--- config.mk ---
export PLATFORM = sky130hd
export DESIGN_NAME = vga_raster_timing
export DESIGN_NICKNAME = d
export VERILOG_FILES = /design/src/rtl/vga_raster_pkg.sv /design/src/rtl/vga_axis.sv /design/src/rtl/vga_raster_timing.sv
export SDC_FILE = /design/constraint.sdc
export NUM_CORES = 1
export LEC_CHECK = 0
export CAP_MARGIN = 20
export CORE_MARGIN = 4
export CORE_UTILIZATION = 40
export DETAILED_ROUTE_END_ITERATION = 6
export GPL_TIMING_DRIVEN = 0
export MAX_ROUTING_LAYER = met4
export PLACE_DENSITY_LB_ADDON = 0.12
export SYNTH_ARGS = -nofsm -noshare
export SYNTH_HDL_FRONTEND = slang
export SYNTH_SLANG_ARGS = --single-unit
--- constraint.sdc ---
create_clock -name clk -period 2.7 [get_ports clk]
set_input_delay 0.27 -clock clk [delete_from_list [all_inputs] [get_ports clk]]
set_output_delay 0.27 -clock clk [all_outputs]
set_load 0.005 [all_outputs]
--- src/rtl/vga_raster_pkg.sv ---
package vga_raster_pkg;
    typedef enum logic [1:0] {
        PH_ACTIVE = 2'd0,
        PH_FRONT  = 2'd1,
        PH_SYNC   = 2'd2,
        PH_BACK   = 2'd3
    } phase_t;
endpackage

--- src/rtl/vga_axis.sv ---
module vga_axis
    import vga_raster_pkg::*;
#(
    parameter int VIS      = 1024,
    parameter int SYNC_ON  = 1048,
    parameter int SYNC_OFF = 1184,
    parameter int TOTAL    = 1344,
    localparam int CW      = $clog2(TOTAL)
) (
    input  logic          clk,
    input  logic          rst,
    input  logic          adv,
    output logic [CW-1:0] cnt,
    output phase_t        phase_nxt,
    output logic          at_last
);
    phase_t        phase;
    logic [CW-1:0] cnt_nxt;
    logic          sync_set;
    logic          sync_clr;

    assign at_last  = (cnt == CW'(TOTAL - 1));
    assign sync_set = adv && (cnt_nxt == CW'(SYNC_ON));
    assign sync_clr = adv && (cnt_nxt == CW'(SYNC_OFF));

    always_comb begin
        if (!adv)        cnt_nxt = cnt;
        else if (at_last) cnt_nxt = '0;
        else              cnt_nxt = cnt + CW'(1);
    end

    always_comb begin
        phase_nxt = phase;
        unique case (phase)
            PH_ACTIVE: if (adv && cnt_nxt == CW'(VIS)) phase_nxt = PH_FRONT;
            PH_FRONT:  if (sync_set)                   phase_nxt = PH_SYNC;
            PH_SYNC:   if (sync_clr)                   phase_nxt = PH_BACK;
            PH_BACK:   if (adv && at_last)             phase_nxt = PH_ACTIVE;
        endcase
    end

    always_ff @(posedge clk) begin
        if (rst) begin
            cnt   <= '0;
            phase <= PH_ACTIVE;
        end else begin
            cnt   <= cnt_nxt;
            phase <= phase_nxt;
        end
    end

    assert_cnt_range_R2: assert property (@(posedge clk) disable iff (rst)
        int'(cnt) < TOTAL);
    assert_wrap_R2: assert property (@(posedge clk) disable iff (rst)
        (adv && at_last) |=> (cnt == '0));
    assert_hold_R5: assert property (@(posedge clk) disable iff (rst)
        !adv |=> $stable(cnt));
    assert_step_R5: assert property (@(posedge clk) disable iff (rst)
        (adv && !at_last) |=> (cnt == $past(cnt) + CW'(1)));
endmodule

--- src/rtl/vga_raster_timing.sv ---
module vga_raster_timing
    import vga_raster_pkg::*;
#(
    parameter int H_VIS      = 1024,
    parameter int H_SYNC_ON  = 1048,
    parameter int H_SYNC_OFF = 1184,
    parameter int H_TOTAL    = 1344,
    parameter int V_VIS      = 768,
    parameter int V_SYNC_ON  = 771,
    parameter int V_SYNC_OFF = 777,
    parameter int V_TOTAL    = 806
) (
    input  logic clk,
    input  logic rst,
    output logic hsync_n,
    output logic vsync_n,
    output logic video_on,
    output logic line_trig,
    output logic frame_trig
);
    localparam int HCW = $clog2(H_TOTAL);
    localparam int VCW = $clog2(V_TOTAL);

    logic [HCW-1:0] h_cnt;
    logic [VCW-1:0] v_cnt;
    phase_t         h_phase_nxt;
    phase_t         v_phase_nxt;
    logic           h_last;
    logic           v_last;

    vga_axis #(
        .VIS(H_VIS), .SYNC_ON(H_SYNC_ON), .SYNC_OFF(H_SYNC_OFF), .TOTAL(H_TOTAL)
    ) u_h_axis (
        .clk(clk), .rst(rst), .adv(1'b1),
        .cnt(h_cnt), .phase_nxt(h_phase_nxt), .at_last(h_last)
    );

    vga_axis #(
        .VIS(V_VIS), .SYNC_ON(V_SYNC_ON), .SYNC_OFF(V_SYNC_OFF), .TOTAL(V_TOTAL)
    ) u_v_axis (
        .clk(clk), .rst(rst), .adv(h_last),
        .cnt(v_cnt), .phase_nxt(v_phase_nxt), .at_last(v_last)
    );

    always_ff @(posedge clk) begin
        if (rst) begin
            hsync_n    <= 1'b1;
            vsync_n    <= 1'b1;
            video_on   <= 1'b1;
            line_trig  <= 1'b1;
            frame_trig <= 1'b1;
        end else begin
            hsync_n    <= (h_phase_nxt != PH_SYNC);
            vsync_n    <= (v_phase_nxt != PH_SYNC);
            video_on   <= (h_phase_nxt == PH_ACTIVE) && (v_phase_nxt == PH_ACTIVE);
            line_trig  <= h_last;
            frame_trig <= h_last && v_last;
        end
    end

    assert_video_R3: assert property (@(posedge clk) disable iff (rst)
        video_on == ((int'(h_cnt) < H_VIS) && (int'(v_cnt) < V_VIS)));
    assert_hsync_R4: assert property (@(posedge clk) disable iff (rst)
        hsync_n == !((int'(h_cnt) >= H_SYNC_ON) && (int'(h_cnt) < H_SYNC_OFF)));
    assert_vsync_R6: assert property (@(posedge clk) disable iff (rst)
        vsync_n == !((int'(v_cnt) >= V_SYNC_ON) && (int'(v_cnt) < V_SYNC_OFF)));
    assert_line_trig_R7: assert property (@(posedge clk) disable iff (rst)
        line_trig == (h_cnt == '0));
    assert_frame_trig_R8: assert property (@(posedge clk) disable iff (rst)
        frame_trig == ((h_cnt == '0) && (v_cnt == '0)));
    assert_vwrap_R8: assert property (@(posedge clk) disable iff (rst)
        (h_last && v_last) |=> (v_cnt == '0));
endmodule

After elaboration in Yosys (flattened, before gate mapping)
Index checks and enable logic that the tools add are counted.
{ "totals": {"ff_bits": 30, "in_bits": 2} }
{ "classes": {"add_sub_neg": 2, "eq_ne": 16, "mux": 13, "n_reduce_logical": 9} }
{ "op_table": {"columns": ["op", "count"], "rows": [
  ["$eq 11x11->1 const B", 4],
  ["$eq 10x10->1 const B", 4],
  ["$mux 10", 2],
  ["$mux 2", 8],
  ["$pmux 2 s4", 2],
  ["$add 11x1->11 const B", 1],
  ["$mux 11", 1],
  ["$add 10x1->10 const B", 1],
  ["$eq 2x2->1 const B", 4],
  ["$logic_not 2->1", 4],
  ["$logic_and 1x1->1", 5],
  ["$eq 2x1->1 const B", 2],
  ["$ne 2x2->1 const B", 2]
]} }

Longest topological paths before layout
Gate-level depths: netlist of run 1.
{ "depth": {"depth_word": 9, "depth_mapped": 9, "ltp_nobuf": 9} }

Hierarchy
Synthesis of run 1 repeated with hierarchy kept, for this count alone.
{ "unflattened": {"cells_unflattened": 206, "hier_area_um2": 1835.5} }
{ "by_module_without_submodules": {"columns": ["mod", "n_inst", "cells_per_inst", "area_per_inst_um2", "seq_area_each_um2"], "rows": [
  ["vga_axis (u_h_axis)", 1, 103, 887.1, 260.2],
  ["vga_axis (u_v_axis)", 1, 89, 795.8, 240.2],
  ["vga_raster_timing", 1, 14, 152.6, 100.1]
]} }

Worst setup path before layout of run 1
Ideal clock, no wire load.
{ "synth_timing": {"kind": "register to register", "start": "register u_h_axis.cnt[0]", "end": "register hsync_n", "setup_time_ns": 0.127, "arrival_ns": 2.122, "required_time_ns": 2.573, "path_slack_ns": 0.451, "stages_incl_launch_ff": 10, "path_buffers": 1, "synth_period_minus_slack_ns": 2.249, "cell_sequence": "dfxtp_1 > ha_1 > clkbuf_2 > or3_1 > o31a_1 > o21ai_0 > nand4_1 > nor4_2 > a2bb2oi_2 > or3b_1"} }
{ "synth_via": {"elab_chain_cells": 6, "word_cells_on_any_way": 12, "classes_between": "1 x add/sub; 5 x eq/ne; 6 x mux"} }
{ "synth_rtl": {"columns": ["item", "line", "source"], "rows": [
  ["start, declared", "vga_axis.sv:13", "output logic [CW-1:0] cnt,"],
  ["start signal, assigned", "vga_axis.sv:47", "cnt <= cnt_nxt;"],
  ["$add 11x1->11 or $eq 11x11->1 (tied branches)", "vga_axis.sv:29, vga_axis.sv:22", null],
  ["$mux 11", "vga_axis.sv:28", "else if (at_last) cnt_nxt = '0;"],
  ["$eq 11x11->1, on equally long branches", "vga_axis.sv:24, vga_axis.sv:23, vga_axis.sv:35", null],
  ["$mux 2, on equally long branches", "vga_axis.sv:37, vga_axis.sv:35, vga_axis.sv:36", null],
  ["$pmux 2 s4 *", "vga_axis.sv:34", "unique case (phase)"],
  ["$ne 2x2->1 *", "vga_raster_timing.sv:53", "hsync_n <= (h_phase_nxt != PH_SYNC);"],
  ["end signal, assigned", "vga_raster_timing.sv:53", null],
  ["end, declared", "vga_raster_timing.sv:15", "output logic hsync_n,"]
]} }
Every way passes the cells marked *; elsewhere a longest branch is shown, timed or not.
A chain may end at the register's enable or synchronous reset.

Worst setup path in the final report of run 1
Ends and elaborated chain as after synthesis.

==> flow_metrics.py, run 1 <==
metrics = {
    "clock_tree": {
        "cts_sinks": 30,
        "tritoncts.num_buffers": 5,
        "clk_transition_reported_paths_ns": 0.06,
        "cts_max_path_buffers": 2,
        "tritoncts": "built",
        "ctsHtreeMaxLevel": 2,
        "cts-root-buf": "sky130_fd_sc_hd__clkbuf_8",
        "later_pin_clock_latency_in_the_skew_report_ns": 0.28,
    },
    "timing": {
        "setup_repair_after_global_routing_missed_its_margin": "false",
        "final_max_slew_viol_count": 0,
        "holdWs_ns": 0.479,
        "final-setup-viol-count": 0,
        "timing_worst_slew_pin_value_ns": 0.661,
        "hold_viol_final": 0,
        "highest_clock_rate_ghz": 0.396,
        "finalClockSkew_ns": 0.00713,
        "worst_rel_slew_slack_pct": 55.6,
        "fin_crit_sh_pct": 93.6,
        "finalWorstPathRequiredPeriod_ns": 2.53,
    },
    "drt": {
        "drt_pass1_iterations": 4,
        "initialDrtViolationCount": 110,
        "routed_wl_mm": 3.86,
        "routed_via_density": 5.64,
        "routed-via-count": 1529,
        "route.detailed.wl_per_inst_um": 14.3,
        "antenna_violating_nets_left": 0,
        "drcViolationCount": 0,
    },
    "yosys": {
        "number_of_nets_produced_by_synthesis": 213,
        "yosys.cell_count.top_type": "sky130_fd_sc_hd__dfxtp_1",
        "yosysSeqAreaShare_pct": 34.4,
        "syn_avg_cell_area_um2": 8.43,
        "synthDominantCellAreaShare_pct": 34.4,
        "post_synth_most_frequent_cells": "sky130_fd_sc_hd__dfxtp_1 (30), sky130_fd_sc_hd__nor2_1 (24), sky130_fd_sc_hd__nand2_1 (14)",
        "asyncSetResetFlopFracSynth_pct": 0,
        "yosysWarningCount": 0,
        "yosys_most_used_dff": "sky130_fd_sc_hd__dfxtp_1",
        "yosys_register_bits": 30,
        "synth_enable_flop_cells": 0,
        "post_synth_num_cell_types": 54,
        "syn_area_um2": 1740,
        "synthesis.instances": 207,
        "synth.area.top_cells": "sky130_fd_sc_hd__dfxtp_1 (34%), sky130_fd_sc_hd__nor2_1 (5.2%), sky130_fd_sc_hd__xnor2_1 (4.5%), sky130_fd_sc_hd__nand2_1 (3.0%), sky130_fd_sc_hd__a21oi_1 (2.9%)",
        "yosys.area.top_type": "sky130_fd_sc_hd__dfxtp_1",
    },
    "worst_setup_path": {
        "end_kind": "flip-flop",
        "r2r_cells": 9,
        "crit_path_max_incr_delay_ns": 0.37,
        "timing.setup.critical_path_class": "reg -> reg",
        "cp_max_fo": 7,
        "worstPathArrival_ns": 2.69,
        "start_kind": "flip-flop",
        "timing.critical_path.required_ns": 2.86,
        "path_cells": "ha_1, clkbuf_2, or3_1, o31a_1, o21ai_0, nand4_1, nor4_2, a2bb2oi_2, or3b_1",
        "crit_slowest_cell": "sky130_fd_sc_hd__nor4_2",
    },
    "power_and_ir_drop": {
        "leakagePower_nw": 0.670,
        "power_density_nw_per_um2": 465,
        "cell_internal_pwr_mw": 0.737,
        "net_switching_fraction_of_the_power_pct": 20.0,
        "total_power_mw": 0.921,
        "p_comb_share_pct": 3.3,
        "share_seq_of_total_power_pct": 48.9,
        "power.net_switching_mw": 0.184,
        "clkPwrFrac_pct": 47.8,
        "vdd_ir_drop_max_mv": 0.235,
    },
    "final_layout": {
        "area_delta_synth_final_pct": 13.6,
        "layout-drive-gt1-share_pct": 11.8,
        "nets": 226,
        "fillerInstances": 391,
        "n_diodes": 0,
        "design_area_um2": 1980,
        "fin_cells": 271,
    },
    "placed_design": {
        "placed_cells_incl_taps": 263,
        "postPlaceCellArea_um2": 1870,
        "io_buffer_count": 6,
        "globalplace.congestion": 0.897,
        "hpwlAfterDp_mm": 2.81,
    },
    "grt": {
        "grt_first_pass_wirelength_mm": 6.84,
        "grt_overflow": 0,
        "grt_use_total_pct": 16.8,
        "antenna_found_initial": 0,
        "maximum_number_of_pins_on_one_net_before_global_route_repair": 11,
        "grt_pass1_vias": 1486,
    },
    "floorplan": {
        "floorplan.initialDensity_pct": 42.4,
        "num_io_pins": 7,
        "die_h_um": 74.0,
        "die_area_um2": 5480,
        "core_um2": 4120,
        "placement_rows": 23,
        "die_x_um": 74.0,
    },
    "hold_path": {
        "hold-path-cell-count": 1,
        "holdCritPathClass": "reg -> reg",
    },
    "run_status": {
        "outcome": "finished, final reports clean",
    },
    "run": {
        "max_cap_violations": 0,
    },
}
per-stage QoR:
step           setup TNS (ns)  utilization, %  setup slack (ns)
2_1_floorplan               0               -             0.451
3_3_place_gp          -0.0310            45.4           -0.0310
3_5_place_dp           -0.181            45.4            -0.115
4_1_cts                     0            48.2             0.151
5_1_grt                     0            48.2            0.0414
6_report                    0            48.2             0.174
critical path, delay by kind of cell (launching register included):
kind / cells / cell delay (ns)
fa+ha+maj: 1 / 0.20
buf+inv: 1 / 0.17
compound gates: 3 / 0.41
simple gates: 4 / 1.27
flops: 1 / 0.34
final timing paths:
kind / start / endpoint / slack (ns)
worst max-delay path: u_h_axis.cnt[0] / hsync_n / 0.17
worst min-delay path: u_h_axis.cnt[0] / u_h_axis.cnt[0] / 0.48
worst min register to register: u_h_axis.cnt[0] / u_h_axis.cnt[0] / 0.48
worst max register to register: u_h_axis.cnt[0] / hsync_n / 0.17
state kept, by name, indices dropped and copies added, names as in the netlist:
register        count
vsync_n             1
video_on            1
u_v_axis.phase      2
u_h_axis.cnt       11
frame_trig          1
line_trig           1
u_h_axis.phase      2
hsync_n             1
u_v_axis.cnt       10
cell families after synthesis:
logic type	after synthesis	synth area share, %
and+or+nand+nor	100	33.6
adders and majority gates	4	2.87
AOI/OAI and AO/OA	38	16.2
muxes	3	1.72
DFF	30	34.4
buffers and inverters	19	4.66
xor gates and xnor gates	13	6.53
final cells by class:
type / count / area, µm² / share of cell area, %
clock buffers: 7 / 76.3 / 3.85
plain buffers: 12 / 55.1 / 2.78
repair buffers: 6 / 60.1 / 3.03
clock inverters: 1 / 30.0 / 1.52
flip-flops and latches: 30 / 601 / 30.3
well taps: 50 / 62.6 / 3.16
multi-input cells: 158 / 1070 / 54.0
inverters: 7 / 26.3 / 1.33
per-layer routing:
layer	track usage, %	vias to the layer above	routed length [µm]
met5	-	-	0
met4	6.24	0	57
met3	5.00	5	126
met2	25.3	17	1780
met1	21.1	728	1900
li1	-	779	-
power by group through the flow:
stage | Clock (mW) | Combinational (mW) | Sequential [mW]
6_report | 0.440 | 0.0303 | 0.451
5_1_grt | 0.479 | 0.0337 | 0.451
4_1_cts | 0.450 | 0.0310 | 0.451
3_5_place_dp | 0 | 0.0307 | 0.461
3_3_place_gp | 0 | 0.0304 | 0.461
2_1_floorplan | 0 | 0.0188 | 0.460
placed cells by master (no fill, tap or decap), types with 4 or more instances in the layout:
| master | instances |
|---|---|
| sky130_fd_sc_hd__nor3_1 | 9 |
| sky130_fd_sc_hd__buf_2 | 4 |
| sky130_fd_sc_hd__o21ai_0 | 5 |
| sky130_fd_sc_hd__inv_1 | 7 |
| sky130_fd_sc_hd__nor2b_1 | 5 |
| sky130_fd_sc_hd__nor2_1 | 24 |
| sky130_fd_sc_hd__clkdlybuf4s50_1 | 6 |
| sky130_fd_sc_hd__xnor2_1 | 9 |
| sky130_fd_sc_hd__clkbuf_8 | 5 |
| sky130_fd_sc_hd__or3_1 | 4 |
| sky130_fd_sc_hd__ha_1 | 4 |
| sky130_fd_sc_hd__nand3_1 | 10 |
| sky130_fd_sc_hd__clkbuf_1 | 8 |
| sky130_fd_sc_hd__dfxtp_1 | 30 |
| sky130_fd_sc_hd__xor2_1 | 4 |
| sky130_fd_sc_hd__a21oi_1 | 10 |
| sky130_fd_sc_hd__nand4_1 | 5 |
| sky130_fd_sc_hd__nand2_1 | 14 |
| sky130_fd_sc_hd__nor4_1 | 4 |
timing repair:
item / 4_1_cts / 5_1_grt
pin swaps: 0 / 1
endpoints found under the hold margin: 0 / 0
setup buffers: 0 / 0
setup endpoints to repair: 3 / 1
hold buffers: 0 / 0
gates resized for setup: 1 / 0
Power figures use the tool's default switching activity.
==> run 2, diff against run 1 <==
REMOVE_ABC_BUFFERS = 1   (was unset)
==> run 2 against run 1 <==
Net effect: worst setup slack improved by 0.011 ns; largest power group unchanged; clock power increased by 1%; cell count decreased by 3.7%; register-to-register slack about the same; clock-buffer cell count decreased by 2; combinational power decreased by 13%; worst hold slack got worse by 0.00062 ns; first-iteration DRC count decreased by 31%; critical path depth decreased by 1; largest cell class unchanged; critical path type unchanged; flip-flop and latch count unchanged; global-route usage decreased by 1.4 points; die area unchanged.
==> flow_metrics.py, run 2 (synthesized netlist as in run 1, its figures left out) <==
metrics = {
    "run_status": {
        "outcome": "finished, final reports clean",
    },
    "grt": {
        "grt_first_pass_wirelength_mm": 6.43,
        "grt_overflow": 0,
        "maximum_number_of_pins_on_one_net_before_global_route_repair": 21,
        "grt_use_total_pct": 15.4,
        "antenna_found_initial": 0,
        "grt_pass1_vias": 1416,
    },
    "clock_tree": {
        "cts-root-buf": "sky130_fd_sc_hd__clkbuf_8",
        "later_pin_clock_latency_in_the_skew_report_ns": 0.28,
        "tritoncts.num_buffers": 5,
        "tritoncts": "built",
        "cts_sinks": 30,
        "clk_transition_reported_paths_ns": 0.07,
        "cts_max_path_buffers": 2,
        "ctsHtreeMaxLevel": 2,
    },
    "final_layout": {
        "area_delta_synth_final_pct": 11.6,
        "layout.area.seq_um2": 601,
        "biggestRegsByFlops": "u_h_axis.cnt (11), u_v_axis.cnt (10)",
        "layout-drive-gt1-share_pct": 11.8,
        "fin_util_pct": 47.3,
        "n_diodes": 0,
        "layout_common_cells": "sky130_fd_sc_hd__dfxtp_1 (30), sky130_fd_sc_hd__nor2_1 (24), sky130_fd_sc_hd__nand2_1 (14)",
        "largest_reg_flops": 11,
        "nets": 216,
        "top_register": "u_h_axis.cnt",
        "multiInputGateArea_um2": 1070,
        "fillerInstances": 408,
        "fin_cells": 261,
        "layout.cells.most_common": "sky130_fd_sc_hd__dfxtp_1",
    },
    "timing": {
        "highest_clock_rate_ghz": 0.398,
        "setup_repair_after_global_routing_missed_its_margin": "false",
        "holdWs_ns": 0.478,
        "timing.final.ws_setup_ns": 0.184,
        "hold_viol_final": 0,
        "finalClockSkew_ns": 0.00564,
        "final_max_slew_viol_count": 0,
        "worst_rel_slew_slack_pct": 44.2,
        "finalWorstPathRequiredPeriod_ns": 2.52,
        "timing_worst_slew_pin_value_ns": 0.835,
        "final-setup-viol-count": 0,
        "fin_crit_sh_pct": 93.2,
    },
    "worst_setup_path": {
        "worstPathArrival_ns": 2.69,
        "end_kind": "flip-flop",
        "start_kind": "flip-flop",
        "cp_max_fo": 13,
        "path_cells": "ha_2, nand2_1, or4_4, o21a_1, o41ai_2, a22o_1, a21oi_2, a41o_1",
        "crit_slowest_cell": "sky130_fd_sc_hd__or4_4",
        "regToRegEndpoint": "video_on",
        "crit_start": "u_h_axis.cnt[0]",
        "timing.setup.critical_path_class": "reg -> reg",
        "reg2reg_slack_ns": 0.18,
        "r2r_cells": 8,
        "regToRegStartpoint": "u_h_axis.cnt[0]",
        "crit_path_max_incr_delay_ns": 0.62,
        "timing.critical_path.required_ns": 2.87,
    },
    "power_and_ir_drop": {
        "leakagePower_nw": 0.645,
        "total_power_mw": 0.924,
        "power_density_nw_per_um2": 475,
        "vdd_ir_drop_max_mv": 0.316,
    },
    "run": {
        "max_cap_violations": 0,
    },
    "floorplan": {
        "die_x_um": 74.0,
        "core_um2": 4120,
        "die_area_um2": 5480,
        "floorplan.initialDensity_pct": 42.4,
        "num_io_pins": 7,
        "placement_rows": 23,
        "die_h_um": 74.0,
    },
    "drt": {
        "route.detailed.wl_per_inst_um": 14.6,
        "drcViolationCount": 0,
        "antenna_violating_nets_left": 0,
        "routed_via_density": 5.86,
        "routed-via-count": 1530,
        "routed_wl_mm": 3.82,
        "initialDrtViolationCount": 76,
        "drt_pass1_iterations": 4,
    },
    "hold_path": {
        "worstHoldEndpoint": "u_h_axis.cnt[0]",
        "holdCritPathClass": "reg -> reg",
        "hold-path-cell-count": 1,
        "worst_hold_startpoint": "u_h_axis.cnt[0]",
    },
    "placed_design": {
        "hpwlAfterDp_mm": 2.70,
        "io_buffer_count": 6,
        "pre_cts_ws_ns": -0.239,
        "placed_cells_incl_taps": 251,
        "globalplace.congestion": 0.819,
    },
}
-- run 2: critical path, delay by kind of cell, from the launching register on --
family | cells | cell delay [ns]
compound gates | 5 | 0.98
flops | 1 | 0.38
simple gates | 2 | 0.78
fa+ha+maj | 1 | 0.27
-- run 2: stage by stage --
step / instance area [µm²] / setup TNS (ns)
floorplan: 1690 / 0
global placement: 1810 / -0.177
detailed placement: 1810 / -0.717
CTS: 1930 / 0
global route: 1950 / 0
finish: 1950 / 0
-- run 2: layout make-up --
class                      count  area share [%]
multi-input combinational    158            55.1
sequential                    30            30.8
timing repair buffer           8            3.86
clock buffer                   5            3.53
tap                           50            3.21
clock inverter                 3            2.06
inverter                       7            1.35
-- run 2: worst max path at each step --
stage               endpoint  slack, ns  depth (start not counted)
global route        video_on       0.04                          8
detailed placement  video_on      -0.24                          7
CTS                 video_on       0.08                          7
floorplan           video_on       0.41                          8
global placement    video_on      -0.09                          7
finish              video_on       0.18                          8
-- run 2: power breakdown --
| group | internal [mW] | leakage (nW) | switching, mW |
|---|---|---|---|
| sequential | 0.448 | 0.243 | 0.00471 |
| combinational | 0.0118 | 0.344 | 0.0146 |
| clock | 0.271 | 0.0579 | 0.174 |
-- run 2: repair_timing --
| item | CTS | global route |
|---|---|---|
| gates resized for setup | 1 | 1 |
| buffers inserted | 0 | 2 |
| pin swaps | 0 | 1 |
| endpoints found under the setup margin | 4 | 3 |
| hold buffers | 0 | 0 |
-- run 2: layer usage --
layer	vias to the layer above	track usage [%]	wire length (µm)
met5	-	-	0
met1	749	18.3	1770
li1	750	-	-
met2	27	24.7	1880
met3	4	3.78	111
met4	0	6.44	50
==> run 3, diff against run 2 <==
SYNTH_HIERARCHICAL = 1   (was unset)
==> run 3 against run 2 <==
Net effect: fmax is 5.3% lower; wire length is 6.6% higher; cell area is 16% higher.
==> flow_metrics.py, run 3 <==
metrics = {
    "drt": {
        "route.detailed.wl_per_inst_um": 14.7,
        "routed_via_density": 5.78,
        "antenna_violating_nets_left": 0,
        "routed_wl_mm": 4.07,
        "routed-via-count": 1600,
        "initialDrtViolationCount": 41,
        "drt_pass1_iterations": 4,
        "drcViolationCount": 0,
    },
    "floorplan": {
        "die_x_um": 75.7,
        "placement_rows": 24,
        "core_um2": 4380,
        "die_area_um2": 5740,
        "floorplan.initialDensity_pct": 41.9,
        "die_h_um": 75.7,
        "num_io_pins": 7,
    },
    "yosys": {
        "synth_simple_gate_area_share_pct": 33.7,
        "yosysWarningCount": 6,
        "yosys.cell_count.top_type": "sky130_fd_sc_hd__dfxtp_1",
        "synth-xor-area-share_pct": 6.68,
        "yosysSeqAreaShare_pct": 32.7,
        "synthMuxAreaShare_pct": 2.86,
        "synth.area.top_cells": "sky130_fd_sc_hd__dfxtp_1 (33%), sky130_fd_sc_hd__nor2_1 (4.3%), sky130_fd_sc_hd__xor2_1 (4.3%), sky130_fd_sc_hd__nand2_1 (3.7%), sky130_fd_sc_hd__a21oi_1 (2.5%)",
        "syn_area_um2": 1840,
        "post_synth_num_cell_types": 62,
        "synthDominantCellAreaShare_pct": 32.7,
        "post_synth_most_frequent_cells": "sky130_fd_sc_hd__dfxtp_1 (30), sky130_fd_sc_hd__nor2_1 (21), sky130_fd_sc_hd__nand2_1 (18)",
        "yosys_most_used_dff": "sky130_fd_sc_hd__dfxtp_1",
        "synth_compound_gate_area_share_pct": 17.2,
        "synthesis.instances": 206,
        "synth_enable_flop_cells": 0,
        "post_synth_fa_ha_maj_area_fraction_pct": 2.04,
        "yosys_register_bits": 30,
        "syn_avg_cell_area_um2": 8.91,
        "asyncSetResetFlopFracSynth_pct": 0,
        "yosys.area.top_type": "sky130_fd_sc_hd__dfxtp_1",
        "synth_top_family_by_area": "simple AND/OR/NAND/NOR gates",
    },
    "grt": {
        "grt_overflow": 0,
        "maximum_number_of_pins_on_one_net_before_global_route_repair": 24,
        "grt_use_total_pct": 15.0,
        "grt_first_pass_wirelength_mm": 6.42,
        "antenna_found_initial": 0,
        "grt_pass1_vias": 1456,
    },
    "power_and_ir_drop": {
        "vdd_ir_drop_max_mv": 0.239,
        "leakagePower_nw": 0.815,
        "total_power_mw": 1.07,
        "power_density_nw_per_um2": 472,
    },
    "worst_setup_path": {
        "reg2reg_slack_ns": 0.04,
        "timing.critical_path.required_ns": 2.89,
        "end_kind": "flip-flop",
        "worstSetupEndpoint": "video_on",
        "start_kind": "flip-flop",
        "timing.setup.critical_path_class": "reg -> reg",
        "regToRegEndpoint": "video_on",
        "worstPathArrival_ns": 2.84,
        "regToRegStartpoint": "u_h_axis/cnt[7]",
        "r2r_cells": 11,
        "crit_start": "u_h_axis/cnt[7]",
        "cp_max_fo": 6,
    },
    "final_layout": {
        "largest_reg_flops": 11,
        "n_diodes": 0,
        "biggestRegsByFlops": "u_h_axis/cnt (11), u_v_axis/cnt (10)",
        "multiInputGateArea_um2": 1240,
        "nets": 229,
        "fin_util_pct": 51.6,
        "layout.area.seq_um2": 622,
        "area_delta_synth_final_pct": 23.2,
        "fillerInstances": 409,
        "layout_common_cells": "sky130_fd_sc_hd__nor2_1 (21), sky130_fd_sc_hd__dfxtp_1 (21), sky130_fd_sc_hd__nand2_1 (18)",
        "layout-drive-gt1-share_pct": 28.0,
        "top_register": "u_h_axis/cnt",
    },
    "clock_tree": {
        "tritoncts.num_buffers": 5,
        "cts_max_path_buffers": 2,
        "later_pin_clock_latency_in_the_skew_report_ns": 0.28,
        "cts_sinks": 30,
        "ctsHtreeMaxLevel": 2,
        "clk_transition_reported_paths_ns": 0.07,
        "cts-root-buf": "sky130_fd_sc_hd__clkbuf_8",
        "tritoncts": "built",
    },
    "hold_path": {
        "holdCritPathClass": "reg -> reg",
    },
    "placed_design": {
        "hpwlAfterDp_mm": 2.71,
        "globalplace.congestion": 0.898,
        "io_buffer_count": 6,
    },
    "timing": {
        "setup_repair_after_global_routing_missed_its_margin": "true",
        "worst_rel_slew_slack_pct": 38.8,
        "finalWorstPathRequiredPeriod_ns": 2.66,
        "final_max_slew_viol_count": 0,
        "timing_worst_slew_pin_value_ns": 0.916,
        "final-setup-viol-count": 0,
        "hold_viol_final": 0,
        "finalClockSkew_ns": 0.00720,
        "totalNegativeSetupSlack_ns": 0,
        "highest_clock_rate_ghz": 0.377,
        "fin_crit_sh_pct": 98.4,
    },
    "run": {
        "max_cap_violations": 0,
    },
    "run_status": {
        "outcome": "finished, final reports clean",
    },
}
run 3: where the power goes:
group          total, mW  internal (mW)  switching [mW]
clock              0.569          0.394           0.175
sequential         0.454          0.447         0.00684
combinational     0.0440         0.0206          0.0234
total               1.07          0.861           0.205
run 3: cells by family after synthesis:
family | after synthesis
AOI/OAI and AO/OA | 39
muxes | 5
other | 1
and+or+nand+nor | 101
xor gates and xnor gates | 14
buffers and inverters | 13
adders and majority gates | 3
DFF | 30
run 3: metrics by stage:
step / cell area (µm²) / setup WS [ns] / std cells / hold slack, ns
6_report: 2260 / 0.0441 / 277 / 0.570
3_3_place_gp: 1900 / -0.357 / 257 / 0.541
5_1_grt: 2260 / -0.0843 / 277 / 0.606
3_5_place_dp: 1900 / -0.382 / 257 / 0.552
4_1_cts: 2120 / 0.0353 / 267 / 0.556
2_1_floorplan: 1780 / -0.00418 / 199 / 0.335
run 3: critical path: stages (launching register included):
cell and delay, ns:
sky130_fd_sc_hd__dfxtp_4 0.36, sky130_fd_sc_hd__nand4bb_4 0.23, sky130_fd_sc_hd__or4_4 0.58, sky130_fd_sc_hd__clkinv_8 0.09, sky130_fd_sc_hd__buf_12 0.10, sky130_fd_sc_hd__nand4_1 0.14
sky130_fd_sc_hd__xor2_2 0.23, sky130_fd_sc_hd__a31oi_1 0.19, sky130_fd_sc_hd__o22ai_1 0.11, sky130_fd_sc_hd__a31oi_1 0.22, sky130_fd_sc_hd__nand2_1 0.11, sky130_fd_sc_hd__o41ai_2 0.21
run 3: area by class of cell:
type,instances,share of cell area [%]
clock buffer,6,3.65
clock inverter,2,2.66
inverter,5,1.38
multi-input combinational,164,54.7
sequential,30,27.5
tap,52,2.88
timing repair buffer,18,7.19
run 3: timing repair:
| action | CTS | global route |
|---|---|---|
| endpoints found under the setup margin | 4 | 3 |
| resized for setup | 14 | 16 |
| setup buffers | 2 | 10 |
| hold buffers | 0 | 0 |
| hold endpoints to repair | 0 | 0 |
| pin swaps | 1 | 10 |
run 3: how the worst min path moves through the flow:
stage	from	end	slack, ns	cells after the start
4_1_cts	u_v_axis/phase[0]	u_v_axis/phase[1]	0.56	1
5_1_grt	u_h_axis/phase[0]	u_h_axis/phase[1]	0.61	1
3_5_place_dp	u_v_axis/phase[0]	u_v_axis/phase[1]	0.55	1
2_1_floorplan	rst	u_h_axis/phase[0]	0.33	1
6_report	u_h_axis/cnt[9]	u_h_axis/cnt[9]	0.57	2
3_3_place_gp	u_v_axis/phase[0]	u_v_axis/phase[1]	0.54	1
run 3: routing by layer:
layer / vias up / track usage [%] / wire length, µm
li1: 789 / - / -
met1: 772 / 17.4 / 1780
met2: 32 / 23.4 / 2050
met3: 7 / 4.62 / 182
met4: 0 / 7.18 / 51
met5: - / - / 0
